==> config.mk <==
export PLATFORM = sky130hd
export DESIGN_NAME = flash_guard
export DESIGN_NICKNAME = d
export VERILOG_FILES = /design/src/rtl/flash_guard_pkg.sv /design/src/rtl/flash_guard_regs.sv /design/src/rtl/flash_guard_fsm.sv /design/src/rtl/flash_guard_blkgate.sv /design/src/rtl/flash_guard.sv
export SDC_FILE = /design/constraint.sdc
export NUM_CORES = 1
export LEC_CHECK = 0
export BUFFER_PORTS_ARGS = -buffer_cell sky130_fd_sc_hd__buf_2
export CAP_MARGIN = 25
export CORE_MARGIN = 3
export CORE_UTILIZATION = 49
export DETAILED_ROUTE_END_ITERATION = 12
export HOLD_SLACK_MARGIN = 0.06
export PLACE_DENSITY_LB_ADDON = 0.1
export SETUP_SLACK_MARGIN = 0.05
export SKIP_CTS_REPAIR_TIMING = 1
export SYNTH_ARGS = -nofsm -noshare
export SYNTH_HDL_FRONTEND = slang
export SYNTH_SLANG_ARGS = --single-unit
==> constraint.sdc <==
create_clock -name clk -period 1.25 [get_ports clk]
set_clock_uncertainty 0.05 [all_clocks]
set_input_delay 0.0625 -clock clk [delete_from_list [all_inputs] [get_ports clk]]
set_output_delay 0.0625 -clock clk [all_outputs]
set_load 0.05 [all_outputs]
==> src/rtl/flash_guard_pkg.sv <==
package flash_guard_pkg;
    typedef enum logic [1:0] {
        ST_LOCK  = 2'd0,
        ST_IDLE  = 2'd1,
        ST_PROG  = 2'd2,
        ST_ERASE = 2'd3
    } fg_state_t;

    localparam int CTL_SWE_BIT = 7;
    localparam int CTL_ERS_BIT = 1;
    localparam int CTL_PRG_BIT = 0;

    localparam logic [1:0] ADDR_CTL    = 2'd0;
    localparam logic [1:0] ADDR_BLK_LO = 2'd1;
    localparam logic [1:0] ADDR_BLK_HI = 2'd2;
endpackage

==> src/rtl/flash_guard_regs.sv <==
module flash_guard_regs
    import flash_guard_pkg::*;
#(
    parameter int DW     = 8,
    parameter int NBLK_A = 8,
    parameter int NBLK_B = 4,
    localparam int NBLK  = NBLK_A + NBLK_B
) (
    input  logic            clk,
    input  logic            rst_n,
    input  logic            force_clr,
    input  logic            reg_wr,
    input  logic [1:0]      reg_sel,
    input  logic [DW-1:0]   reg_wdata,
    output logic [DW-1:0]   reg_rdata,
    output logic            sw_en,
    output logic            prog_req,
    output logic            erase_req,
    output logic [NBLK-1:0] blk_mask
);
    logic [NBLK_A-1:0] mask_lo;
    logic [NBLK_B-1:0] mask_hi;

    always_ff @(posedge clk or negedge rst_n) begin
        if (!rst_n) begin
            sw_en     <= 1'b0;
            prog_req  <= 1'b0;
            erase_req <= 1'b0;
            mask_lo   <= '0;
            mask_hi   <= '0;
        end else if (force_clr) begin
            sw_en     <= 1'b0;
            prog_req  <= 1'b0;
            erase_req <= 1'b0;
            mask_lo   <= '0;
            mask_hi   <= '0;
        end else if (reg_wr) begin
            unique case (reg_sel)
                ADDR_CTL: begin
                    sw_en     <= reg_wdata[CTL_SWE_BIT];
                    erase_req <= reg_wdata[CTL_ERS_BIT];
                    prog_req  <= reg_wdata[CTL_PRG_BIT];
                end
                ADDR_BLK_LO: mask_lo <= reg_wdata[NBLK_A-1:0];
                ADDR_BLK_HI: mask_hi <= reg_wdata[NBLK_B-1:0];
                default: ;
            endcase
        end
    end

    assign blk_mask = {mask_hi, mask_lo};

    always_comb begin
        reg_rdata = '0;
        unique case (reg_sel)
            ADDR_CTL: begin
                reg_rdata[CTL_SWE_BIT] = sw_en;
                reg_rdata[CTL_ERS_BIT] = erase_req;
                reg_rdata[CTL_PRG_BIT] = prog_req;
            end
            ADDR_BLK_LO: reg_rdata[NBLK_A-1:0] = mask_lo;
            ADDR_BLK_HI: reg_rdata[NBLK_B-1:0] = mask_hi;
            default: ;
        endcase
    end

    // a force-clear leaves every register cleared after the edge
    assert_force_clears_R1: assert property (@(posedge clk) disable iff (!rst_n)
        force_clr |=> (!sw_en && !prog_req && !erase_req && blk_mask == '0));

    // nothing is readable after a force-clear edge
    assert_read_zero_R1: assert property (@(posedge clk) disable iff (!rst_n)
        force_clr |=> (reg_rdata == '0));

    // a write to the unused address leaves the stored state untouched
    assert_unused_addr_R10: assert property (@(posedge clk) disable iff (!rst_n)
        (reg_wr && reg_sel == 2'd3 && !force_clr) |=>
        ($stable(blk_mask) && $stable(sw_en) && $stable(prog_req) && $stable(erase_req)));
endmodule

==> src/rtl/flash_guard_fsm.sv <==
module flash_guard_fsm
    import flash_guard_pkg::*;
(
    input  logic clk,
    input  logic rst_n,
    input  logic force_clr,
    input  logic sw_en,
    input  logic prog_req,
    input  logic erase_req,
    output logic prog_mode,
    output logic erase_mode
);
    fg_state_t state, state_nx;
    logic want_prog, want_erase;

    assign want_prog  = sw_en && prog_req && !erase_req;
    assign want_erase = sw_en && erase_req && !prog_req;

    always_comb begin
        state_nx = state;
        unique case (state)
            ST_LOCK, ST_IDLE, ST_PROG, ST_ERASE: begin
                if (force_clr)       state_nx = ST_LOCK;
                else if (want_prog)  state_nx = ST_PROG;
                else if (want_erase) state_nx = ST_ERASE;
                else                 state_nx = ST_IDLE;
            end
            default: state_nx = ST_LOCK;
        endcase
    end

    always_ff @(posedge clk or negedge rst_n) begin
        if (!rst_n) state <= ST_LOCK;
        else        state <= state_nx;
    end

    always_comb begin
        prog_mode  = 1'b0;
        erase_mode = 1'b0;
        unique case (state)
            ST_PROG:  prog_mode  = 1'b1;
            ST_ERASE: erase_mode = 1'b1;
            default: ;
        endcase
    end

    // protection input aborts any mode on the next edge
    assert_abort_R3: assert property (@(posedge clk) disable iff (!rst_n)
        force_clr |=> (!prog_mode && !erase_mode));

    // software enable clear blocks entry
    assert_sw_gate_R4: assert property (@(posedge clk) disable iff (!rst_n)
        !sw_en |=> (!prog_mode && !erase_mode));

    // both requests together give no mode; modes never overlap
    assert_both_none_R6: assert property (@(posedge clk) disable iff (!rst_n)
        (prog_req && erase_req) |=> (!prog_mode && !erase_mode));
    assert_exclusive_R6: assert property (@(posedge clk) disable iff (!rst_n)
        $onehot0({prog_mode, erase_mode}));

    // dropping the program request ends program mode one edge later
    assert_exit_R11: assert property (@(posedge clk) disable iff (!rst_n)
        (prog_mode && !prog_req) |=> !prog_mode);
endmodule

==> src/rtl/flash_guard_blkgate.sv <==
module flash_guard_blkgate #(
    parameter int NBLK = 12
) (
    input  logic            clk,
    input  logic            rst_n,
    input  logic            erase_mode,
    input  logic [NBLK-1:0] blk_mask,
    output logic [NBLK-1:0] blk_erase
);
    for (genvar g = 0; g < NBLK; g++) begin : g_blk
        assign blk_erase[g] = erase_mode & blk_mask[g];
    end

    // no block strobe outside erase mode
    assert_idle_quiet_R8: assert property (@(posedge clk) disable iff (!rst_n)
        !erase_mode |-> (blk_erase == '0));

    // empty mask protects every block
    assert_empty_mask_R9: assert property (@(posedge clk) disable iff (!rst_n)
        (blk_mask == '0) |-> (blk_erase == '0));
endmodule

==> src/rtl/flash_guard.sv <==
module flash_guard #(
    parameter int DW     = 8,
    parameter int NBLK_A = 8,
    parameter int NBLK_B = 4,
    localparam int NBLK  = NBLK_A + NBLK_B
) (
    input  logic            clk,
    input  logic            rst_n,
    input  logic            wdt_rst,
    input  logic            stby,
    input  logic            wp_pin,
    input  logic            reg_wr,
    input  logic [1:0]      reg_sel,
    input  logic [DW-1:0]   reg_wdata,
    output logic [DW-1:0]   reg_rdata,
    output logic            prog_mode,
    output logic            erase_mode,
    output logic [NBLK-1:0] blk_erase
);
    logic            force_clr;
    logic            sw_en, prog_req, erase_req;
    logic [NBLK-1:0] blk_mask;

    assign force_clr = wp_pin | wdt_rst | stby;

    flash_guard_regs #(.DW(DW), .NBLK_A(NBLK_A), .NBLK_B(NBLK_B)) u_regs (
        .clk(clk), .rst_n(rst_n), .force_clr(force_clr),
        .reg_wr(reg_wr), .reg_sel(reg_sel), .reg_wdata(reg_wdata),
        .reg_rdata(reg_rdata), .sw_en(sw_en), .prog_req(prog_req),
        .erase_req(erase_req), .blk_mask(blk_mask)
    );

    flash_guard_fsm u_fsm (
        .clk(clk), .rst_n(rst_n), .force_clr(force_clr),
        .sw_en(sw_en), .prog_req(prog_req), .erase_req(erase_req),
        .prog_mode(prog_mode), .erase_mode(erase_mode)
    );

    flash_guard_blkgate #(.NBLK(NBLK)) u_gate (
        .clk(clk), .rst_n(rst_n), .erase_mode(erase_mode),
        .blk_mask(blk_mask), .blk_erase(blk_erase)
    );

    // watchdog or standby at an edge leaves the array idle
    assert_wdt_stby_R2: assert property (@(posedge clk) disable iff (!rst_n)
        (wdt_rst || stby) |=> (!prog_mode && !erase_mode && blk_erase == '0));
endmodule

==> run metrics <==
final period utilization 130%; nature of the critical path endpoint output port; Sw Pwr 314 uW; Sum Neg Setup Slack -1610 ps; Pwr Total ~1.1 mW; maximum clock frequency 615 MHz; syn avg cell area 9.98 um2; sequential area share after synthesis 38.4%; internal power around 760 uW; post-synth cell types 22; largest net degree at the start of global routing 31; initial antenna violation count 0; initial drt markers 25; Leak 0.799 nW; Max stage delay on crit path 440 ps; die height between 50 and 60 um; actual slew at the worst max-slew pin between 400 and 500 ps; Gate Count Post-Synth about 110; WP data required 1140 ps; Clock Power Share 29.9%; type of the most critical hold path in2reg; gr usage total between 20% and 30%; Setup crit start kind flip-flop; final setup violation count 19; Setup CP Type reg2out; Routed Antenna Nets 0; RSZ-0062 raised after global routing true; outcome finished with violations; # Max-Cap Violations 0; num rows 16; min Tclk post-route 1630 ps; pwr dens 602 mW/mm2; TritonCTS buffer count 3; clock slew at reported path FFs 120 ps; Nets 190; TritonRoute pass-1 iters 4; Yosys reg bits 17; Slew Limit Fails 0; Buffers & Inverters on Critical Path 2; Yosys warnings 0; family with the most delay on the worst path flip-flops; fillers 99; layout cell share with drive strength beyond 1 63.7%; failing checks negative setup slack; Comb pwr share 18.2%; mapped cell area about 0.0011 mm2; CP arrival 1510 ps; Remaining Overflow, GRT 0; drt via density 5.81; clock tree buffer depth 2; area grow syn2layout 61.5%; cell area after layout 0.00179 mm2; CTS tree done; critical-path cell list a222oi_1 -> buf_4 -> nor2_4 -> buf_6; die area 0.00287 mm2; maximum fanout along the worst path 3; fin util a little under 90%; CP max stage cell dfrtp_1; H-tree depth 1; I/O Buffers 37; DR vias 1133; Root Driver clkbuf_4; setup ws final -377 ps; Starting Density about 54%; WL per Instance 18.5 um; Core ar. roughly 0.002 mm2; hpwl dp roughly 2000 um; io pins 38; cell area after placement about 0.0014 mm2; Peak VDD IR 683 uV; Slew headroom between 70% and 80%; latest clock arrival within the worst-skew pair ~300 ps; drt total wl 3610 um; switch share 29.2%; gpl congestion 0.762; # clock sinks 17; # diodes 0; Die Wd 53.5 um; part of the power in registers 51.9%; final hold vios 0; DRC 0; syn nets 132; number of global-route vias before repair 946; first-pass GRT wire length approximately 4400 um
==> sequential cells by signal (all words and copies together) (netlist names) <==
| signal | count |
|---|---|
| u_fsm.state | 2 |
| u_regs.erase_req | 1 |
| u_regs.mask_hi | 4 |
| u_regs.mask_lo | 8 |
| u_regs.prog_req | 1 |
| u_regs.sw_en | 1 |
==> power groups by stage <==
stage	logic [mW]	registers, mW	clock network, mW
finish	0.196	0.559	0.322
global route	0.210	0.559	0.340
CTS	0.153	0.561	0.304
detailed placement	0.152	0.571	0
global placement	0.146	0.571	0
floorplan	0.0796	0.568	0
==> layout by cell type, fill, tap and decap left out, drive strengths merged <==
| master | n |
|---|---|
| clkinv | 1 |
| buf | 52 |
| xnor2 | 1 |
| nor2 | 2 |
| a222oi | 2 |
| nor3b | 1 |
| and3 | 12 |
| dlygate4sd3 | 9 |
| nor2b | 3 |
| a21oi | 15 |
| a31oi | 1 |
| a21bo | 15 |
| nand3 | 15 |
| inv | 3 |
| and2 | 4 |
| ha | 5 |
| a22o | 1 |
| a22oi | 2 |
| clkbuf | 6 |
| or3 | 1 |
| dfrtp | 17 |
==> per-layer routing <==
layer	GRT usage (%)	up-vias	part of all wire, %
li1	-	515	-
met1	26.4	546	40
met2	38.2	52	51
met3	5.26	20	5.3
met4	2.55	0	4.0
met5	0	-	0
==> metrics by stage <==
stage	cells	hold slack [ps]	setup slack, ps
3_5_place_dp	176	-40.1	-65.2
6_report	195	118	-377
2_1_floorplan	111	-283	-0.660
5_1_grt	195	134	-399
4_1_cts	180	-367	-300
3_3_place_gp	176	-42.7	5.10
==> worst paths after layout <==
| check | from | end | slack, ps | depth (start not counted) |
|---|---|---|---|---|
| hold reg to reg | u_regs.sw_en$_DFFE_PN0P_ | u_fsm.state[0]$_DFF_PN0_ | 500 | 1 |
| min in group asynchronous | rst_n | u_regs.mask_hi[3]$_DFFE_PN0P_ | 140 | 2 |
| max in group asynchronous | rst_n | u_fsm.state[0]$_DFF_PN0_ | 710 | 2 |
| hold / removal | wp_pin | u_regs.mask_lo[6]$_DFFE_PN0P_ | 120 | 3 |
| setup reg to reg | u_regs.prog_req$_DFFE_PN0P_ | u_fsm.state[1]$_DFF_PN0_ | 140 | 4 |
| setup / recovery | u_regs.mask_lo[0]$_DFFE_PN0P_ | reg_rdata[0] | -380 | 4 |
==> kinds of logic (layout without fill, tap and decap cells) <==
group / Yosys count / count (layout) / synth area share, %
AO/OA/AOI/OAI: 36 / 36 / 28.2
XOR/XNOR: 1 / 1 / 0.791
adder cells (fa/ha/maj): 5 / 5 / 5.65
buffers and inverters: 14 / 71 / 7.01
flip-flops: 17 / 17 / 38.4
AND/OR/NAND/NOR: 38 / 38 / 19.9
==> worst min-delay path, cell delays in order <==
cell,delay [ps]
buf_2,70
or3_4,270
a21oi_2,50
==> final cells by class <==
cell class	count	area (um2)	area share [%]
multi-input cells	80	699	39.1
repair buffers	64	588	32.9
flip-flops and latches	17	428	23.9
well taps	27	33.8	1.89
clock buffers	3	22.5	1.26
inverters	3	11.3	0.630
clock inverters	1	5.00	0.280
==> synthesized netlist by cell type <==
| library cell | instances | area, um2 |
|---|---|---|
| ha_1 | 5 | 62.6 |
| and2_1 | 4 | 25.0 |
| nor3b_1 | 1 | 7.51 |
| nor2_1 | 2 | 7.51 |
| buf_2 | 1 | 5.00 |
| a21bo_2 | 15 | 150 |
| inv_1 | 3 | 11.3 |
| nor2b_1 | 3 | 18.8 |
| xnor2_1 | 1 | 8.76 |
| a22oi_1 | 2 | 15.0 |
| and3_1 | 12 | 75.1 |
| a22o_1 | 1 | 8.76 |
| nand3_1 | 15 | 75.1 |
| clkbuf_1 | 8 | 30.0 |
| or3_4 | 1 | 11.3 |
| a21oi_1 | 5 | 25.0 |
| a31oi_1 | 1 | 6.26 |
| buf_12 | 1 | 20.0 |
| dfrtp_1 | 17 | 425 |
| buf_6 | 1 | 11.3 |
| a222oi_1 | 2 | 20.0 |
| a21oi_2 | 10 | 87.6 |
No activity file was read; power rests on OpenSTA's default activity.
